File: src/rtl/irq_pkg.sv
package irq_pkg;

    localparam int N_EXT   = 4;
    localparam int N_CHG   = 4;
    localparam int DW      = 8;
    localparam int AW      = 2;
    localparam int NSRC    = N_EXT + 2;
    localparam int TMR_IDX = N_EXT;
    localparam int CHG_IDX = N_EXT + 1;
    localparam int GHI_BIT = N_EXT;
    localparam int GLO_BIT = N_EXT + 1;

    typedef enum logic [AW-1:0] {
        REG_CTRL = 2'd0,
        REG_EN   = 2'd1,
        REG_PRIO = 2'd2,
        REG_FLAG = 2'd3
    } reg_sel_e;

    typedef struct packed {
        logic [N_EXT-1:0] edge_rise;
        logic             gate_hi;
        logic             gate_lo;
        logic [NSRC-1:0]  en;
        logic [NSRC-1:0]  prio;
        logic [NSRC-1:0]  flags;
    } ctl_state_t;

endpackage

File: src/rtl/irq_ext_edge.sv
module irq_ext_edge #(
    parameter int STAGES = 2
) (
    input  logic clk,
    input  logic rst_n,
    input  logic pin,
    input  logic rise_sel,
    output logic hit
);

    typedef struct packed {
        logic [STAGES-1:0] sync;
        logic              prev;
    } edge_st_t;

    edge_st_t st_d, st_q;
    logic     cur;

    always_comb begin
        st_d      = st_q;
        st_d.sync = {st_q.sync[STAGES-2:0], pin};
        cur       = st_q.sync[STAGES-1];
        st_d.prev = cur;
        hit       = rise_sel ? (cur & ~st_q.prev) : (~cur & st_q.prev);
    end

    always_ff @(posedge clk or negedge rst_n) begin
        if (!rst_n) st_q <= '0;
        else        st_q <= st_d;
    end

endmodule

File: src/rtl/irq_port_change.sv
module irq_port_change #(
    parameter int WIDTH  = 4,
    parameter int STAGES = 2
) (
    input  logic             clk,
    input  logic             rst_n,
    input  logic [WIDTH-1:0] port,
    output logic             hit
);

    typedef struct packed {
        logic [STAGES-1:0][WIDTH-1:0] sync;
        logic [WIDTH-1:0]             last;
    } chg_st_t;

    chg_st_t st_d, st_q;

    always_comb begin
        st_d         = st_q;
        st_d.sync[0] = port;
        for (int s = 1; s < STAGES; s++) begin
            st_d.sync[s] = st_q.sync[s-1];
        end
        // compare first, then refresh the latch with the compared sample
        hit       = |(st_q.sync[STAGES-1] ^ st_q.last);
        st_d.last = st_q.sync[STAGES-1];
    end

    always_ff @(posedge clk or negedge rst_n) begin
        if (!rst_n) st_q <= '0;
        else        st_q <= st_d;
    end

endmodule

File: src/rtl/irq_route.sv
module irq_route #(
    parameter int NSRC  = 6,
    parameter int N_EXT = 4
) (
    input  logic [NSRC-1:0] flags,
    input  logic [NSRC-1:0] en,
    input  logic [NSRC-1:0] prio,
    input  logic            gate_hi,
    input  logic            gate_lo,
    output logic            irq_hi,
    output logic            irq_lo,
    output logic            wake
);

    localparam logic [NSRC-1:0] FIXED_HI = {{(NSRC-1){1'b0}}, 1'b1};

    logic [NSRC-1:0] live;
    logic [NSRC-1:0] route_hi;

    always_comb begin
        live     = flags & en;
        route_hi = prio | FIXED_HI;
        irq_hi   = gate_hi & |(live & route_hi);
        irq_lo   = gate_lo & |(live & ~route_hi);
        wake     = |live[N_EXT-1:0];
    end

endmodule

File: src/rtl/irq_combiner.sv
module irq_combiner
    import irq_pkg::*;
#(
    parameter int SYNC_STAGES = 2
) (
    input  logic              clk,
    input  logic              rst_n,
    input  logic [N_EXT-1:0]  ext_in,
    input  logic [N_CHG-1:0]  port_in,
    input  logic              tmr_ovf,
    input  logic              wr_en,
    input  logic [AW-1:0]     wr_addr,
    input  logic [DW-1:0]     wr_data,
    input  logic [AW-1:0]     rd_addr,
    output logic [DW-1:0]     rd_data,
    output logic              irq_hi,
    output logic              irq_lo,
    output logic              wake
);

    localparam logic [NSRC-1:0] PRIO_MASK = {{(NSRC-1){1'b1}}, 1'b0};

    ctl_state_t       st_d, st_q;
    logic [N_EXT-1:0] ext_hit;
    logic             chg_hit;
    logic [NSRC-1:0]  set_vec;
    logic [NSRC-1:0]  clr_vec;
    logic [NSRC-1:0]  flag_vec;
    logic [NSRC-1:0]  en_vec;
    logic             gate_hi;
    logic             gate_lo;

    for (genvar g = 0; g < N_EXT; g++) begin : g_ext
        irq_ext_edge #(
            .STAGES (SYNC_STAGES)
        ) u_edge (
            .clk      (clk),
            .rst_n    (rst_n),
            .pin      (ext_in[g]),
            .rise_sel (st_q.edge_rise[g]),
            .hit      (ext_hit[g])
        );
    end

    irq_port_change #(
        .WIDTH  (N_CHG),
        .STAGES (SYNC_STAGES)
    ) u_chg (
        .clk   (clk),
        .rst_n (rst_n),
        .port  (port_in),
        .hit   (chg_hit)
    );

    always_comb begin
        st_d    = st_q;
        set_vec = '0;
        set_vec[N_EXT-1:0] = ext_hit;
        set_vec[TMR_IDX]   = tmr_ovf;
        set_vec[CHG_IDX]   = chg_hit;
        clr_vec = '0;
        if (wr_en) begin
            case (reg_sel_e'(wr_addr))
                REG_CTRL: begin
                    st_d.edge_rise = wr_data[N_EXT-1:0];
                    st_d.gate_hi   = wr_data[GHI_BIT];
                    st_d.gate_lo   = wr_data[GLO_BIT];
                end
                REG_EN:   st_d.en   = wr_data[NSRC-1:0];
                REG_PRIO: st_d.prio = wr_data[NSRC-1:0] & PRIO_MASK;
                REG_FLAG: clr_vec   = ~wr_data[NSRC-1:0];
                default:  ;
            endcase
        end
        // a set in the same cycle as a clear wins
        st_d.flags = (st_q.flags & ~clr_vec) | set_vec;
    end

    always_ff @(posedge clk or negedge rst_n) begin
        if (!rst_n) st_q <= '0;
        else        st_q <= st_d;
    end

    always_comb begin
        rd_data = '0;
        case (reg_sel_e'(rd_addr))
            REG_CTRL: begin
                rd_data[N_EXT-1:0] = st_q.edge_rise;
                rd_data[GHI_BIT]   = st_q.gate_hi;
                rd_data[GLO_BIT]   = st_q.gate_lo;
            end
            REG_EN:   rd_data[NSRC-1:0] = st_q.en;
            REG_PRIO: rd_data[NSRC-1:0] = st_q.prio;
            REG_FLAG: rd_data[NSRC-1:0] = st_q.flags;
            default:  rd_data = '0;
        endcase
    end

    assign flag_vec = st_q.flags;
    assign en_vec   = st_q.en;
    assign gate_hi  = st_q.gate_hi;
    assign gate_lo  = st_q.gate_lo;

    irq_route #(
        .NSRC  (NSRC),
        .N_EXT (N_EXT)
    ) u_route (
        .flags   (st_q.flags),
        .en      (st_q.en),
        .prio    (st_q.prio),
        .gate_hi (st_q.gate_hi),
        .gate_lo (st_q.gate_lo),
        .irq_hi  (irq_hi),
        .irq_lo  (irq_lo),
        .wake    (wake)
    );

endmodule

File: config.mk
export PLATFORM = sky130hd
export DESIGN_NAME = irq_combiner
export DESIGN_NICKNAME = d
export VERILOG_FILES = /design/src/rtl/irq_pkg.sv /design/src/rtl/irq_ext_edge.sv /design/src/rtl/irq_port_change.sv /design/src/rtl/irq_route.sv /design/src/rtl/irq_combiner.sv
export SDC_FILE = /design/constraint.sdc
export NUM_CORES = 1
export LEC_CHECK = 0
export BUFFER_PORTS_ARGS = -buffer_cell sky130_fd_sc_hd__buf_2
export CORE_MARGIN = 3
export CORE_UTILIZATION = 50
export CTS_BUF_LIST = sky130_fd_sc_hd__clkbuf_16
export DETAILED_ROUTE_END_ITERATION = 8
export PLACE_DENSITY_LB_ADDON = 0.1
export SLEW_MARGIN = 20
export SYNTH_ARGS = -nofsm -noshare
export SYNTH_HDL_FRONTEND = slang
export SYNTH_SLANG_ARGS = --single-unit
File: constraint.sdc
create_clock -name clk -period 1.95 [get_ports clk]
set_input_delay 0.0975 -clock clk [delete_from_list [all_inputs] [get_ports clk]]
set_output_delay 0.0975 -clock clk [all_outputs]
set_load 0.005 [all_outputs]
==> results of run 1 <==
-- path summary, 6_finish.rpt --
kind / startpoint / to / cells after the start
worst max-delay path: flag_vec[2]$_DFF_PN0_ / rd_data[2] / 2
worst min-delay path: tmr_ovf / flag_vec[4]$_DFF_PN0_ / 2
worst max register to register: u_chg.st_q[3]$_DFF_PN0_ / flag_vec[5]$_DFF_PN0_ / 3
worst min register to register: u_chg.st_d[8]$_DFF_PN0_ / u_chg.st_d[0]$_DFF_PN0_ / 0
max in group asynchronous: rst_n / u_chg.st_d[9]$_DFF_PN0_ / 3
min in group asynchronous: rst_n / flag_vec[4]$_DFF_PN0_ / 2
-- stage by stage --
stage	util, %	cell area [um2]	hold WS, ps	total power, uW
after CTS	66.3	2280	8.06	2440
after global routing	66.3	2280	24.1	2530
after floorplan	-	1830	-198	1370
final	66.3	2280	10.8	2420
after detailed placement	59.0	2030	146	1510
after global placement	59.0	2030	131	1500
-- what timing repair did --
| action | in CTS | in global routing |
|---|---|---|
| hold endpoints to repair | 34 | 0 |
| hold buffers | 9 | 0 |
| resized for setup | 0 | 0 |
-- sequential cells by signal (all words and copies together) (netlist names) --
name / flops
st_q: 9
u_chg.st_d: 8
en_vec: 6
flag_vec: 6
g_ext.u_edge.cur: 4
g_ext.u_edge.st_d: 4
g_ext.u_edge.st_q: 4
u_chg.st_q: 4
gate_hi: 1
gate_lo: 1
-- placed cells by master (no fill, tap or decap), types with 2 or more instances in the layout --
cell type      Yosys  layout
dfrtp_1           47      47
buf_2              2      30
mux2_2            18      18
nand2_1           14      14
dlygate4sd3_1      0       9
nand3_1            7       7
o21ai_0            6       6
mux4_2             5       5
nor2_1             5       5
clkbuf_16          0       5
xor2_1             4       4
o211ai_1           3       3
nand3b_1           2       2
nand4_1            2       2
o22ai_1            2       2
conb_1             1       2
buf_4              2       2
-- cell families after synthesis --
group	share of synthesized area, %
flops	64.3
simple gates	10.1
mux	17.2
compound gates	4.92
xor+xnor	1.91
buf+inv	1.37
other cells	0.205
-- area by class of cell --
cell class / count / area, um2 / share of cell area [%]
sequential: 47 / 1180 / 51.6
multi-input combinational: 78 / 633 / 27.8
timing repair buffer: 41 / 255 / 11.2
clock buffer: 5 / 125 / 5.49
tap: 46 / 57.6 / 2.52
clock inverter: 2 / 33.8 / 1.48
-- cells in the mapped netlist (all sizes together) --
cell type  number
o22ai           2
nor2            5
o21a            1
o21ai           6
nand2          14
mux4            5
xor2            4
a22o            1
nand3b          3
o31a            1
buf             4
o211ai          3
nand4           2
or3b            1
nor4            1
nand2b          1
mux2           18
nand3           7
nor3b           1
dfrtp          47
conb            1
-- routing by layer --
metal  vias up  wire (um)  track usage [%]
met1       550       1450             22.3
met4         0         48             6.09
met3         6        211             5.06
li1        545          -                -
met5         -          0                0
met2        36       1500             24.0
-- power by group through the flow --
stage	logic, uW	registers (uW)	clock network, uW
finish	342	1170	907
global placement	323	1170	0
floorplan	215	1160	0
detailed placement	332	1180	0
CTS	348	1170	927
global route	377	1180	970
==> flow_metrics.py, run 1 <==
metrics = {
    "run_status": {
        "status": "finished, final reports clean",
    },
    "critical_path": {
        "crit_path_cell_trace": "mux4_2, buf_2",
        "crit_path_end_kind": "output port",
        "cp_top_family": "multiplexers",
        "critPathMaxFanout": 4,
        "arrival_ps": 1310,
        "worst-path-buf-inv": 1,
        "required_ps": 1850,
        "start_kind": "flip-flop",
        "r2r_slack_ps": 910,
        "critPathMaxStageDelay_ps": 490,
        "crit_slowest_cell": "mux4_2",
        "crit_type": "flip-flop to output port",
    },
    "logic_synthesis": {
        "synth-seq-cells": 47,
        "ys_types": 23,
        "syn_inst": 128,
        "synth_area_leaders": "dfrtp_1, mux2_2, mux4_2",
        "yosys_warnings": 0,
        "synth.avg_cell_area_um2": 14.3,
        "synth_top_area_share_pct": 64.3,
        "ys_seq_area_share_pct": 64.3,
        "yosys.area.top_type": "dfrtp_1",
        "netlist_area_um2": 1830,
    },
    "job": {
        "drv_cap": 0,
    },
    "place": {
        "placedCellCount": 203,
        "port_buffers": 30,
        "pre_cts_slack_ps": 775,
        "dp_hpwl_mm": 2.29,
        "place_congestion": 0.894,
    },
    "clocking": {
        "clock-sinks": 47,
        "numCtsBuffers": 5,
        "htree_levels": 2,
        "insertion_delay_ps": 280,
        "cts_tree": "done",
        "postCtsSetupBuffers": 0,
        "clk_pin_slew_ps": 60,
        "cts_root_buffer": "clkbuf_16",
        "clk_path_buf_depth": 2,
    },
    "floorplan": {
        "dieArea_um2": 4420,
        "fp-row-count": 21,
        "dieHeight_um": 66.5,
        "start_util_pct": 53.2,
        "core-area_um2": 3440,
        "dieWidth_um": 66.5,
        "io_pins": 35,
    },
    "drt": {
        "ant_nets": 0,
        "viasPerCell": 5.19,
        "num_vias": 1137,
        "first_pass_iters": 4,
        "wl_per_cell_um": 14.7,
        "drt_iter0_markers": 44,
        "drc": 0,
        "drt_wl_total_mm": 3.21,
    },
    "timing": {
        "rsz0062_at_grt": "no",
        "setup_viol": 0,
        "worst_slew_pin_slew_ps": 611,
        "post-route-period-util_pct": 72.2,
        "clock_skew_ps": 1.42,
        "period_minus_slack_ps": 1410,
        "finalWorstSetupSlack_ps": 542,
        "report.final.slew_viol_count": 0,
        "tns_ps": 0,
        "slew_headroom_pct": 59.3,
        "max_freq_mhz": 710,
        "finalHoldViolations": 0,
    },
    "pwr": {
        "switching_share_pct": 22.5,
        "power_density_nw_per_um2": 1060,
        "comb_power_share_pct": 14.1,
        "ir_drop_uv": 552,
        "switching_power_uw": 543,
        "seq_power_share_pct": 48.3,
        "p_leak_uw": 0.00101,
        "p_int_uw": 1870,
        "clockPowerShare_pct": 37.6,
    },
    "global_route": {
        "grt_util_all_layers_pct": 16.2,
        "grt_pass1_vias": 1063,
        "overflow": 0,
        "grt_pass1_wl_mm": 5.16,
        "grt_max_degree": 29,
        "antenna_found_initial": 0,
    },
    "layout": {
        "area_growth_pct": 24.6,
        "fillers": 275,
        "final_cells": 219,
        "diodes": 0,
        "drive_gt1_share_pct": 37.0,
        "nNetsFinal": 197,
    },
    "hold_path": {
        "hp-class": "primary input to flip-flop",
    },
}
No activity file was read; power rests on OpenSTA's default activity.
==> run 2: changes to the inputs <==
Clock period 1.95 ns to 1.5 ns, I/O delays scaled along.
==> flow_metrics.py, run 2 (synthesis gave the netlist of run 1 again) <==
metrics = {
    "global_route": {
        "overflow": 0,
        "grt_max_degree": 48,
        "grt_pass1_vias": 1139,
        "grt_pass1_wl_mm": 5.24,
        "grt_util_all_layers_pct": 16.8,
        "antenna_found_initial": 0,
    },
    "layout": {
        "top_register": "st_q",
        "fillers": 260,
        "diodes": 0,
        "design_area_um2": 2260,
        "final_cells": 219,
        "final_common_cell": "dfrtp_1",
        "nNetsFinal": 197,
        "largest_reg_flops": 9,
        "drive_gt1_share_pct": 36.4,
        "layout_common_cells": "dfrtp_1, buf_2, mux2_2",
        "area_growth_pct": 23.4,
    },
    "pwr": {
        "power_density_nw_per_um2": 1310,
        "p_leak_uw": 0.000997,
        "ir_drop_uv": 957,
    },
    "critical_path": {
        "rr_endpoint": "flag_vec[5]$_DFF_PN0_",
        "start_kind": "flip-flop",
        "timing.rr.start": "u_chg.st_q[3]$_DFF_PN0_",
        "critPathMaxFanout": 4,
        "required_ps": 1420,
        "r2r_slack_ps": 470,
        "startpoint": "en_vec[1]$_DFFE_PN0P_",
        "crit_path_end_kind": "output port",
        "crit_type": "flip-flop to output port",
        "rr_worst_depth": 3,
        "arrival_ps": 1330,
    },
    "floorplan": {
        "io_pins": 35,
        "fp-row-count": 21,
        "dieArea_um2": 4420,
        "core-area_um2": 3440,
        "start_util_pct": 53.2,
        "dieHeight_um": 66.5,
        "dieWidth_um": 66.5,
    },
    "drt": {
        "drt_iter0_markers": 46,
        "viasPerCell": 5.24,
        "drc": 0,
        "wl_per_cell_um": 14.7,
        "first_pass_iters": 5,
        "ant_nets": 0,
        "drt_wl_total_mm": 3.23,
        "num_vias": 1147,
    },
    "run_status": {
        "status": "finished, final reports clean",
    },
    "hold_path": {
        "whs_path_depth": 2,
        "min_from": "wr_data[0]",
        "hp-class": "primary input to flip-flop",
        "whs_endpoint": "en_vec[0]$_DFFE_PN0P_",
    },
    "timing": {
        "worst_slew_pin_slew_ps": 562,
        "slew_headroom_pct": 62.6,
        "post-route-period-util_pct": 93.4,
        "rsz0062_at_grt": "no",
        "finalHoldViolations": 0,
        "tns_ps": 0,
        "period_minus_slack_ps": 1400,
        "max_freq_mhz": 714,
        "clock_skew_ps": 2.53,
        "report.final.slew_viol_count": 0,
        "setup_viol": 0,
    },
    "clocking": {
        "clk_path_buf_depth": 2,
        "postCtsSetupBuffers": 0,
        "numCtsBuffers": 5,
        "clock-sinks": 47,
        "cts_resized": 0,
        "ctsHoldBuffers": 9,
        "cts_root_buffer": "clkbuf_16",
        "htree_levels": 2,
        "cts_tree": "done",
        "insertion_delay_ps": 280,
        "clk_pin_slew_ps": 60,
    },
    "place": {
        "dp_hpwl_mm": 2.21,
        "place_area_um2": 2020,
        "placedCellCount": 202,
        "place_congestion": 0.894,
        "port_buffers": 30,
    },
    "job": {
        "drv_cap": 0,
    },
}
[run 2: worst max path at each step]
stage | endpoint | slack (ps) | cells after the start
2_1_floorplan | flag_vec[3]$_DFF_PN0_ | 530 | 2
3_3_place_gp | st_q[20]$_DFFE_PN0P_ | 380 | 3
3_5_place_dp | st_q[20]$_DFFE_PN0P_ | 360 | 3
4_1_cts | rd_data[1] | 90 | 2
5_1_grt | irq_lo | 50 | 4
6_report | irq_lo | 100 | 4
[run 2: power by group]
part / switching [uW] / internal, uW
Clock: 404 / 598
Combinational: 184 / 259
Sequential: 113 / 1410
Total: 702 / 2260
[run 2: metal layers]
| metal | vias to the layer above | wire length (um) | track usage (%) |
|---|---|---|---|
| met4 | 0 | 63 | 7.61 |
| met1 | 562 | 1450 | 20.9 |
| met2 | 29 | 1500 | 26.3 |
| met3 | 6 | 204 | 5.90 |
| li1 | 550 | - | - |
| met5 | - | 0 | 0 |
[run 2: layout make-up]
| class | count | area [um2] | share of cell area, % |
|---|---|---|---|
| Sequential cell | 47 | 1180 | 52.1 |
| Multi-Input combinational cell | 78 | 633 | 28.0 |
| Timing Repair Buffer | 41 | 258 | 11.4 |
| Clock buffer | 5 | 125 | 5.54 |
| Tap cell | 46 | 57.6 | 2.55 |
| Clock inverter | 2 | 8.76 | 0.388 |
[run 2: worst max-delay path, cell delays in order, from the launching register on]
cell and delay (ps):
dfrtp_1 400, nand2_1 120, o22ai_1 90, o31a_1 300, buf_2 130
[run 2: metrics by stage]
step                      hold WS (ps)  utilization, %  total power, uW  setup WS, ps
after floorplan                   -221               -             1780           532
after CTS                         1.75            65.3             3000          90.4
after global routing              55.2            65.6             3120          49.6
after detailed placement           184            58.8             1970           363
after global placement             179            58.8             1940           379
final                             51.0            65.6             2960          99.6
